[config.mk]
export PLATFORM = sky130hd
export DESIGN_NAME = quad_pwm_gen
export DESIGN_NICKNAME = d
export VERILOG_FILES = /design/src/rtl/quad_pwm_gen.sv
export SDC_FILE = /design/constraint.sdc
export NUM_CORES = 1
export LEC_CHECK = 0
export ABC_AREA = 1
export CAP_MARGIN = 0
export CORE_UTILIZATION = 40
export DETAILED_ROUTE_END_ITERATION = 8
export PLACE_DENSITY = 0.61
export SLEW_MARGIN = 15
export SYNTH_ARGS = -nofsm -noshare
export SYNTH_HDL_FRONTEND = slang
export SYNTH_SLANG_ARGS = --single-unit
[constraint.sdc]
create_clock -name clk -period 4.3 [get_ports clk]
set_clock_uncertainty 0.2 [all_clocks]
set_input_delay 1.075 -clock clk [delete_from_list [all_inputs] [get_ports clk]]
set_output_delay 1.075 -clock clk [all_outputs]
set_load 0.1 [all_outputs]
[src/rtl/quad_pwm_gen.sv]
module quad_pwm_gen #(
  parameter int NCH      = 3,
  parameter bit HAS_COMP = 1'b1
) (
  input  logic        clk,
  input  logic        rst_n,
  input  logic        bus_wr,
  input  logic [3:0]  bus_addr,
  input  logic [15:0] bus_wdata,
  output logic [15:0] bus_rdata,
  output logic [3:0]  pwm_out,
  output logic [3:0]  pwm_out_n
);
  function automatic logic [15:0] impl_mask();
    logic [15:0] m;
    m = '0;
    for (int n = 0; n < 4; n++) begin
      if (n < NCH) begin
        m[4*n]   = 1'b1;
        m[4*n+1] = 1'b1;
        if (HAS_COMP) begin
          m[4*n+2] = 1'b1;
          m[4*n+3] = 1'b1;
        end
      end
    end
    return m;
  endfunction

  localparam logic [15:0] CFG_MASK = impl_mask();

  logic [2:0]        ctrl;
  logic [15:0]       cfg;
  logic [15:0]       psc_sh, psc_act, arr_sh, arr_act, pdiv, cnt;
  logic [3:0][15:0]  cmp_sh, cmp_act;
  logic              ug, tick, wrap, uev;
  logic [15:0]       arr_eff;

  assign ug      = bus_wr && bus_addr == 4'd8 && bus_wdata[0];
  assign tick    = ctrl[0] && pdiv == psc_act;
  assign arr_eff = ctrl[1] ? arr_act : arr_sh;
  assign wrap    = tick && cnt == arr_eff;
  assign uev     = ug || wrap;

  always_ff @(posedge clk or negedge rst_n) begin
    if (!rst_n) begin
      ctrl    <= '0;
      cfg     <= '0;
      psc_sh  <= '0;
      arr_sh  <= '0;
      cmp_sh  <= '0;
      psc_act <= '0;
      arr_act <= '0;
      cmp_act <= '0;
      pdiv    <= '0;
      cnt     <= '0;
    end else begin
      if (bus_wr) begin
        case (bus_addr)
          4'd0: ctrl <= bus_wdata[2:0];
          4'd1: cfg <= bus_wdata & CFG_MASK;
          4'd2: psc_sh <= bus_wdata;
          4'd3: arr_sh <= bus_wdata;
          4'd4, 4'd5, 4'd6, 4'd7: cmp_sh[bus_addr[1:0]] <= bus_wdata;
          default: ;
        endcase
      end
      if (ug) begin
        pdiv <= '0;
        cnt  <= '0;
      end else if (tick) begin
        pdiv <= '0;
        cnt  <= wrap ? 16'd0 : cnt + 16'd1;
      end else if (ctrl[0]) begin
        pdiv <= pdiv + 16'd1;
      end
      if (uev) begin
        psc_act <= psc_sh;
        arr_act <= arr_sh;
        cmp_act <= cmp_sh;
      end
    end
  end

  always_comb begin
    case (bus_addr)
      4'd0: bus_rdata = {13'd0, ctrl};
      4'd1: bus_rdata = cfg;
      4'd2: bus_rdata = psc_sh;
      4'd3: bus_rdata = arr_sh;
      4'd4, 4'd5, 4'd6, 4'd7: bus_rdata = cmp_sh[bus_addr[1:0]];
      default: bus_rdata = '0;
    endcase
  end

  for (genvar n = 0; n < 4; n++) begin : g_ch
    logic refsig;
    assign refsig       = cnt < cmp_act[n];
    assign pwm_out[n]   = ctrl[2] & cfg[4*n]   & (refsig ^ cfg[4*n+1]);
    assign pwm_out_n[n] = ctrl[2] & cfg[4*n+2] & (~refsig ^ cfg[4*n+3]);
  end
endmodule

==> impl_metrics.csv, run 1 <==
group,metric,value,unit
critical_path,cp_top_family,"simple AND/OR/NAND/NOR gates",
power_and_ir_drop,ir_drop,0.331,mV
synthesis,syn-cell-area,0.0121,mm2
sta,worst_pin_slew,0.873,ns
sta,hold_viol,0,
placement,io_buffers,44,
synthesis,synth_cell_types,30,
synthesis,yosysMostFrequentCell,"nand2_1",
power_and_ir_drop,power_frac_comb,0.254,
floorplan,die_x,176,um
synthesis,synth_top_area_cell,"dfrtp_1",
synthesis,synth_area_per_cell,7.37,um2
placement,dp.cells,2048,
critical_path,worst_setup_path_start_kind,"register",
synthesis,ys.flop_type,"dfrtp_1",
clock_tree,path_clk_slew,0.06,ns
synthesis,synthArstFlopShare,1.00,
sta,setup_violations,0,
synthesis,ys_top_cells_by_area,"dfrtp_1, nand2_1, inv_1",
detailed_routing,firstDrtPassIters,5,
finish,syn_to_final_growth,16.6,%
finish,n_fill_cell,2912,
clock_tree,cts_setup_buffers,0,
sta,fin_crit_sh,0.970,
synthesis,synthTopCellsByCount,"nand2_1, dfrtp_1, inv_1",
synthesis,synth_xor_area_frac,0.0152,
critical_path,end_kind,"output pin",
critical_path,path_cells,"ha_1 > nand2_1 > o21bai_1 > a21oi_1 > nor2_1 > nand2_1 > nand2_1 > nand2_1 > nor2_1 > buf_4",
placement,routabilityCongestion,0.892,
synthesis,synth-compound-area-share,0.0928,
floorplan,fp.coreArea,0.0297,mm2
sta,drv_slew,0,
clock_tree,postCtsHoldBufs,0,
global_routing,track_usage,0.253,
synthesis,yosysTopAreaCellShare,0.460,
critical_path,crit_required,3.02,ns
detailed_routing,vias,10843,
synthesis,muxShareOfSynthArea,0,
detailed_routing,ant_nets,0,
detailed_routing,remaining_drc_errors,0,
synthesis,yosys.area_share.simple,0.288,
global_routing,grt_max_degree,86,
synthesis,synth-warning-count,0,
floorplan,ios,47,
power_and_ir_drop,p_leak,0.00732,uW
global_routing,grt_antenna_before_repair,0,
power_and_ir_drop,p_per_area,512,mW/mm2
clock_tree,clock_sinks,223,
synthesis,synth-seq-cells,223,
clock_tree,clkLatencyLatePin,0.54,ns
sta,relSlewSlack,0.418,
critical_path,cp_max_fo,9,
clock_tree,cts_buffers,26,
clock_tree,clock_path_buffers,3,
finish,num_antenna_cells,0,
status,status,"finished clean",
power_and_ir_drop,power.switching_fraction,0.350,
clock_tree,cts_tree,"built",
global_routing,grt_pass1_vias,10316,
sta,grt_setup_unrepaired,"false",
detailed_routing,vias_per_cell,5.18,
detailed_routing,routed_wl,38.2,mm
synthesis,seq_area_frac_synth,0.460,
power_and_ir_drop,power_frac_seq,0.413,
synthesis,synth_top_family_by_area,"simple AND/OR/NAND/NOR gates",
finish,fin_nets,1756,
synthesis,postSynthCellCount,1645,
floorplan,start_util,0.408,
sta,max_freq,240,MHz
global_routing,grt_pass1_wl,59.9,mm
synthesis,synthAdderAreaFrac,0.0485,
clock_tree,root_buffer,"clkbuf_16",
global_routing,grt.overflow.total,0,
floorplan,dieArea,0.0310,mm2
critical_path,crit_type,"register to output pin",
critical_path,cp_slowest_stage_delay,0.62,ns
critical_path,critPathSlowestCell,"dfrtp_1",
synthesis,synth_edf_count,0,
power_and_ir_drop,power.switching,2530,uW
min_path,hp-class,"register to register",
clock_tree,htree_num_levels,1,
finish,drive_above_1_share,0.0657,
placement,hpwl,28.4,mm
critical_path,crit_path_frequent_cell,"nand2_1",
finish,post-route-util,0.476,
floorplan,num_rows,63,
power_and_ir_drop,intPower,4700,uW
power_and_ir_drop,pwr-share-clk,0.332,
detailed_routing,drt_iter0_markers,750,
sta,period_minus_slack,4.17,ns
critical_path,critPathBufInv,1,
floorplan,die_h,176,um
job,drv_cap,0,
clock_tree,cts_resized,0,
detailed_routing,wire_per_inst,18.2,um
finish,layout.cells.non_filler,2095,
critical_path,crit_arrival,2.89,ns
==> worst reg2reg max path, stage by stage (launching register included) <==
cell	delay [ns]
dfrtp_1	0.39
inv_2	0.29
nand2_1	0.14
nand3_1	0.09
nand2_1	0.06
nor2_1	0.12
nand2_1	0.08
nor2_1	0.25
nand3_2	0.14
nand2_2	0.23
buf_12	0.35
nand2_1	0.24
nand2_1	0.09
==> flip-flops by register name (all words and copies together) (netlist names) <==
signal   cells
pdiv        16
cfg         12
psc_act     16
arr_act     16
ctrl         3
cmp_act     48
psc_sh      16
arr_sh      16
cmp_sh      64
cnt         16
==> power by group through the flow <==
stage | combinational [uW] | clock [uW] | sequential [uW]
2_1_floorplan | 1310 | 0 | 2840
3_5_place_dp | 1830 | 0 | 3020
6_report | 1840 | 2410 | 2990
3_3_place_gp | 1790 | 0 | 3010
5_1_grt | 2100 | 2530 | 3050
4_1_cts | 1850 | 2430 | 2980
==> final timing paths <==
| path | start | end | slack [ns] | cells past startpoint |
|---|---|---|---|---|
| max in group asynchronous | rst_n | arr_act[3] | 2.61 | 2 |
| setup reg to reg | ctrl[1] | cmp_act[7] | 1.59 | 12 |
| hold / removal | cmp_sh[18] | cmp_act[18] | 0.27 | 2 |
| setup / recovery | cnt[11] | pwm_out_n[1] | 0.13 | 10 |
| min in group asynchronous | rst_n | cmp_sh[12] | 0.30 | 1 |
| hold reg to reg | cmp_sh[18] | cmp_act[18] | 0.27 | 2 |
==> layout by cell type (no fill, tap or decap), types with 2 or more instances in the layout <==
cell and instances:
nand2_2 2, conb_1 2, nor3_1 17, clkinvlp_4 4, bufinv_16 5, clkdlybuf4s50_1 21
o21ai_0 139, a21oi_1 28, clkbuf_16 27, clkinv_1 2, clkinv_2 6, clkbuf_8 2
nor2_1 90, xor2_1 20, o211ai_1 2, nand2_1 560, nand3_1 137, nand4_1 33
o21bai_1 3, o22ai_1 32, clkinv_4 2, inv_2 5, buf_4 38, a221oi_1 4
dfrtp_1 223, inv_1 221, buf_12 18, nand3b_1 3, o2111ai_1 2, ha_1 47
nor3b_1 3
==> cell type report <==
class	count	area, um2	area share
inverters	228	856	0.0605
multi-input cells	1129	5410	0.383
clock inverters	17	228	0.0161
repair buffers	78	871	0.0616
well taps	390	488	0.0345
flip-flops and latches	223	5580	0.395
clock buffers	30	707	0.0500
==> metrics by stage <==
step           setup WS, ns  instance area (um2)  hold WS (ns)  TNS [ns]  total power, uW
6_report              0.130                14100         0.273         0             7240
5_1_grt              0.0208                14100         0.291         0             7670
4_1_cts               0.112                14100         0.272         0             7260
3_5_place_dp          0.216                13200         0.261         0             4850
3_3_place_gp          0.191                13200         0.252         0             4810
2_1_floorplan       -0.0488                12100         0.242   -0.0975             4150
==> cells by family after synthesis <==
| group | count (synthesis) |
|---|---|
| AND/OR/NAND/NOR | 849 |
| XOR/XNOR | 21 |
| AO/OA/AOI/OAI | 210 |
| adder cells (fa/ha/maj) | 47 |
| buffers and inverters | 294 |
| flip-flops | 223 |
| other | 1 |
==> routing by layer <==
layer | GRT usage | vias up | routed length [um]
met5 | 0 | - | 0
met4 | 0.0812 | 0 | 1190
met3 | 0.0452 | 66 | 2660
met2 | 0.377 | 335 | 16500
met1 | 0.369 | 5115 | 17800
li1 | - | 5327 | -
No activity file was read; power rests on OpenSTA's default activity.
==> run 2: changes to the inputs <==
--- a/config.mk
+++ b/config.mk
@@ -8,8 +8,9 @@
 export ABC_AREA = 1
 export CAP_MARGIN = 0
 export CORE_UTILIZATION = 40
+export CTS_CLUSTER_SIZE = 12
 export DETAILED_ROUTE_END_ITERATION = 8
-export PLACE_DENSITY = 0.61
+export PLACE_DENSITY_LB_ADDON = 0.1
 export SLEW_MARGIN = 15
 export SYNTH_ARGS = -nofsm -noshare
 export SYNTH_HDL_FRONTEND = slang
==> impl_metrics.csv, run 2 (synthesis results as in run 1) <==
group,metric,value,unit
status,status,"finished clean",
critical_path,path_cells,"clkdlybuf4s50_1 > inv_1 > nand2_1 > nor2_1 > buf_4 > a221oi_1 > nand2_1 > buf_12",
global_routing,grt.overflow.total,0,
clock_tree,clock_path_buffers,3,
sta,hold_viol,0,
critical_path,crit_type,"primary input to output pin",
finish,largest_reg_flops,64,
min_path,hp-class,"primary input to asynchronous set/reset pin",
critical_path,critPathSlowestCell,"clkdlybuf4s50_1",
global_routing,track_usage,0.266,
critical_path,timing.rr.end,"cmp_act[22]",
clock_tree,clock_sinks,223,
clock_tree,cts_tree,"built",
finish,num_antenna_cells,0,
floorplan,fp.coreArea,0.0297,mm2
finish,post-route-util,0.474,
global_routing,grt_max_degree,97,
placement,routabilityCongestion,0.930,
detailed_routing,firstDrtPassIters,5,
finish,fin_nets,1754,
clock_tree,cts_buffers,26,
floorplan,dieArea,0.0310,mm2
finish,top_regs,"cmp_sh: 64 flops, cmp_act: 48 flops",
critical_path,cp_max_fo,12,
finish,final_common_cell,"nand2_1",
power_and_ir_drop,ir_drop,0.347,mV
floorplan,die_h,176,um
floorplan,die_x,176,um
detailed_routing,ant_nets,0,
critical_path,cp.depth,8,
sta,setup_violations,0,
critical_path,crit_required,3.02,ns
detailed_routing,remaining_drc_errors,0,
finish,final_cell_mix,"nand2_1, dfrtp_1, inv_1",
power_and_ir_drop,finalPower,7100,uW
sta,drv_slew,0,
sta,worst_pin_slew,0.913,ns
critical_path,crit_path_frequent_cell,"nand2_1",
placement,io_buffers,44,
finish,drive_above_1_share,0.0646,
clock_tree,clkLatencyLatePin,0.53,ns
global_routing,grt_pass1_wl,62.1,mm
power_and_ir_drop,p_leak,0.00729,uW
clock_tree,postCtsHoldBufs,0,
critical_path,end_kind,"output pin",
detailed_routing,drt_iter0_markers,886,
finish,seq_area,0.00558,mm2
clock_tree,path_clk_slew,0.06,ns
floorplan,num_rows,63,
critical_path,r2r_slack,1.63,ns
critical_path,critPathLaunch,"bus_addr[0]",
critical_path,critPathBufInv,4,
clock_tree,htree_num_levels,1,
critical_path,worst-r2r-cell-count,12,
finish,syn_to_final_growth,16.1,%
detailed_routing,vias_per_cell,5.23,
global_routing,grt_antenna_before_repair,0,
global_routing,grt_pass1_vias,10306,
placement,hpwl,29.5,mm
job,drv_cap,0,
critical_path,crit_end,"bus_rdata[2]",
critical_path,cp_slowest_stage_delay,0.53,ns
floorplan,start_util,0.408,
finish,n_fill_cell,3013,
floorplan,ios,47,
sta,fin_crit_sh,0.974,
sta,max_freq,239,MHz
detailed_routing,wire_per_inst,19.1,um
clock_tree,root_buffer,"clkbuf_16",
detailed_routing,routed_wl,40.0,mm
finish,top_register,"cmp_sh",
critical_path,crit_arrival,2.91,ns
sta,grt_setup_unrepaired,"false",
finish,multi_input_area,0.00543,mm2
detailed_routing,vias,10945,
sta,relSlewSlack,0.391,
critical_path,worst_setup_path_start_kind,"primary input",
critical_path,r2r-start,"ctrl[1]",
critical_path,cp_top_family,"buffers and inverters",
sta,period_minus_slack,4.19,ns
power_and_ir_drop,p_per_area,504,mW/mm2
run 2: cell types whose count changed in the layout (fill, tap and decap cells not counted), moves of 2 or more:
| cell | delta |
|---|---|
| clkbuf_8 | +2 |
| nor2_2 | +6 |
| buf_4 | -3 |
| clkinvlp_4 | -3 |
| nor2_1 | -6 |
| clkbuf_1 | +6 |
| clkinv_2 | -2 |
| bufinv_16 | -3 |
run 2: layer usage:
metal	track usage	share of wire	vias up	routed length, um
met5	0	0	-	0
met4	0.103	0.038	0	1520
met1	0.390	0.47	5180	18900
met3	0.0392	0.059	80	2360
li1	-	-	5323	-
met2	0.392	0.43	362	17200
run 2: repair_timing:
| action | CTS | global route |
|---|---|---|
| gates resized for setup | 0 | 5 |
| buffers inserted | 0 | 0 |
| setup endpoints to repair | 0 | 5 |
run 2: report_power, final:
part	switching (uW)	internal, uW
clock	896	1340
combinational	1200	653
sequential	437	2570
total	2540	4560
run 2: area by class of cell:
| cell class | count | share of cell area |
|---|---|---|
| sequential | 223 | 0.396 |
| multi-input combinational | 1129 | 0.385 |
| timing repair buffer | 76 | 0.0617 |
| clock buffer | 38 | 0.0537 |
| inverter | 228 | 0.0608 |
| tap | 390 | 0.0346 |
| clock inverter | 9 | 0.00746 |
run 2: worst min path at each step:
stage,from,end,depth (start not counted)
finish,rst_n,cnt[8],1
detailed placement,cmp_sh[37],cmp_act[37],2
CTS,cmp_sh[37],cmp_act[37],2
global placement,cmp_sh[46],cmp_act[46],2
global route,rst_n,cnt[8],1
floorplan,cmp_sh[0],cmp_act[0],2
run 2: stage by stage:
| step | instance area, um2 | cells | setup TNS (ns) | hold WS [ns] | worst slack, ns |
|---|---|---|---|---|---|
| CTS | 14100 | 2093 | 0 | 0.266 | 0.0702 |
| global placement | 13200 | 2046 | 0 | 0.252 | 0.0772 |
| detailed placement | 13200 | 2046 | 0 | 0.255 | 0.0813 |
| finish | 14100 | 2093 | 0 | 0.263 | 0.111 |
| floorplan | 12100 | 1646 | -0.0975 | 0.242 | -0.0488 |
| global route | 14100 | 2093 | 0 | 0.300 | 0.0275 |
==> run 3: changes to the inputs <==
--- a/config.mk
+++ b/config.mk
@@ -7,6 +7,7 @@
 export LEC_CHECK = 0
 export ABC_AREA = 1
 export CAP_MARGIN = 0
+export CORE_MARGIN = 2
 export CORE_UTILIZATION = 40
 export CTS_CLUSTER_SIZE = 12
 export DETAILED_ROUTE_END_ITERATION = 8
==> impl_metrics.csv, run 3 (synthesis results as in run 1) <==
group,metric,value,unit
sta,worst_slack,0.146,ns
power_and_ir_drop,power.switching_fraction,0.354,
placement,io_buffers,44,
detailed_routing,met2_length,17.3,mm
sta,fin_crit_sh,0.966,
critical_path,cp_top_family,"simple AND/OR/NAND/NOR gates",
global_routing,grt_pass1_vias,10580,
detailed_routing,routed_wl,39.9,mm
power_and_ir_drop,ir_drop,0.317,mV
power_and_ir_drop,pwr-share-clk,0.330,
floorplan,die_h,178,um
floorplan,fp.coreArea,0.0297,mm2
critical_path,worst_setup_path_start_kind,"register",
power_and_ir_drop,power_frac_comb,0.258,
global_routing,grt.overflow.total,0,
finish,post-route-util,0.476,
placement,dp_slack,0.213,ns
critical_path,cp_max_fo,9,
finish,layout.cells.non_filler,2097,
power_and_ir_drop,p_per_area,513,mW/mm2
finish,top_register,"cmp_sh",
clock_tree,cts_tree,"built",
placement,dp.cells,2048,
critical_path,crit_required,3.02,ns
min_path,hold_end,"cmp_act[45]",
clock_tree,clock_sinks,223,
clock_tree,cts_buffers,27,
floorplan,num_rows,63,
floorplan,ios,47,
clock_tree,cts_setup_buffers,0,
finish,final_common_cell,"nand2_1",
clock_tree,path_clk_slew,0.06,ns
min_path,hold_depth,2,
sta,worst_pin_slew,0.780,ns
placement,routabilityCongestion,0.977,
detailed_routing,ant_nets,0,
critical_path,critPathSlowestCell,"dfrtp_1",
detailed_routing,drt-met1-wl,18.4,mm
detailed_routing,vias_per_cell,5.18,
global_routing,track_usage,0.262,
detailed_routing,drt_iter0_markers,917,
placement,hpwl,29.4,mm
critical_path,timing.rr.end,"cmp_act[3]",
power_and_ir_drop,power.switching,2570,uW
floorplan,die_x,178,um
clock_tree,clkLatencyLatePin,0.55,ns
clock_tree,clock_path_buffers,3,
global_routing,grt_antenna_before_repair,0,
critical_path,r2r_slack,1.73,ns
min_path,min_from,"cmp_sh[45]",
critical_path,cp_slowest_stage_delay,0.65,ns
detailed_routing,firstDrtPassIters,5,
sta,max_freq,241,MHz
critical_path,crit_path_frequent_cell,"nand2_1",
power_and_ir_drop,power_frac_seq,0.412,
floorplan,start_util,0.408,
detailed_routing,wl_met3,2.43,mm
sta,period_minus_slack,4.15,ns
status,status,"finished clean",
finish,top_regs,"cmp_sh: 64 flops, cmp_act: 48 flops",
critical_path,crit_type,"register to output pin",
critical_path,r2r-start,"ctrl[1]",
finish,final_cell_mix,"nand2_1, dfrtp_1, inv_1",
finish,fin_nets,1757,
detailed_routing,routed.top_layer,"met4",
critical_path,worst-r2r-cell-count,12,
job,drv_cap,0,
detailed_routing,remaining_drc_errors,0,
power_and_ir_drop,p_leak,0.00733,uW
power_and_ir_drop,intPower,4690,uW
critical_path,path_cells,"ha_1 > nand2_1 > o21bai_1 > a21oi_1 > nor2_1 > nand2_1 > nand2_1 > nand2_1 > nor2_1 > buf_4",
sta,relSlewSlack,0.480,
finish,drive_above_1_share,0.0650,
sta,setup_violations,0,
floorplan,dieArea,0.0317,mm2
clock_tree,root_buffer,"clkbuf_16",
critical_path,critPathBufInv,1,
finish,largest_reg_flops,64,
critical_path,end_kind,"output pin",
global_routing,grt_max_degree,97,
clock_tree,htree_num_levels,1,
detailed_routing,wire_per_inst,19.0,um
finish,num_antenna_cells,0,
critical_path,critPathLaunch,"cnt[11]",
sta,setup-tns-final,0,ns
sta,hold_viol,0,
critical_path,crit_arrival,2.88,ns
finish,syn_to_final_growth,16.6,%
sta,grt_setup_unrepaired,"false",
min_path,hp-class,"register to register",
sta,drv_slew,0,
global_routing,grt_pass1_wl,63.2,mm
detailed_routing,vias,10872,
[run 3: worst max path at each step]
stage	end	cells past startpoint
global route	pwm_out_n[2]	10
global placement	bus_rdata[2]	10
CTS	pwm_out_n[0]	9
floorplan	bus_rdata[5]	5
finish	pwm_out_n[1]	10
detailed placement	bus_rdata[4]	8
[run 3: final cells by class]
cell class | count | area [um2]
Tap cell | 390 | 488
Clock inverter | 11 | 163
Timing Repair Buffer | 78 | 883
Clock buffer | 38 | 757
Fill cell | 2964 | 15600
Multi-Input combinational cell | 1129 | 5420
Sequential cell | 223 | 5580
Inverter | 228 | 856
[run 3: through the flow]
| step | hold WS, ns | area (um2) | total power (uW) |
|---|---|---|---|
| after detailed placement | 0.256 | 13200 | 4890 |
| final | 0.271 | 14100 | 7260 |
| after CTS | 0.272 | 14100 | 7310 |
| after global placement | 0.255 | 13200 | 4870 |
| after floorplan | 0.242 | 12100 | 4150 |
| after global routing | 0.289 | 14100 | 7710 |
[run 3: power groups by stage]
stage	clock, uW	sequential (uW)	combinational [uW]
after floorplan	0	2840	1310
after global placement	0	3020	1850
after detailed placement	0	3020	1870
after CTS	2440	2990	1880
after global routing	2510	3050	2150
final	2390	2990	1870
[run 3: worst register-to-register path, delay by kind of cell (launching register included)]
family | cells | cell delay [ns]
buffers and inverters | 2 | 0.59
DFF | 1 | 0.38
and+or+nand+nor | 10 | 1.33
[run 3: repair_timing]
action,4_1_cts,5_1_grt
resized for setup,0,1
hold buffers,0,0
setup endpoints to repair,0,1
[run 3: per-layer routing]
| metal | track usage | vias to the layer above |
|---|---|---|
| met2 | 0.400 | 331 |
| met1 | 0.378 | 5143 |
| met5 | 0 | - |
| met3 | 0.0377 | 76 |
| met4 | 0.0953 | 0 |
| li1 | - | 5322 |
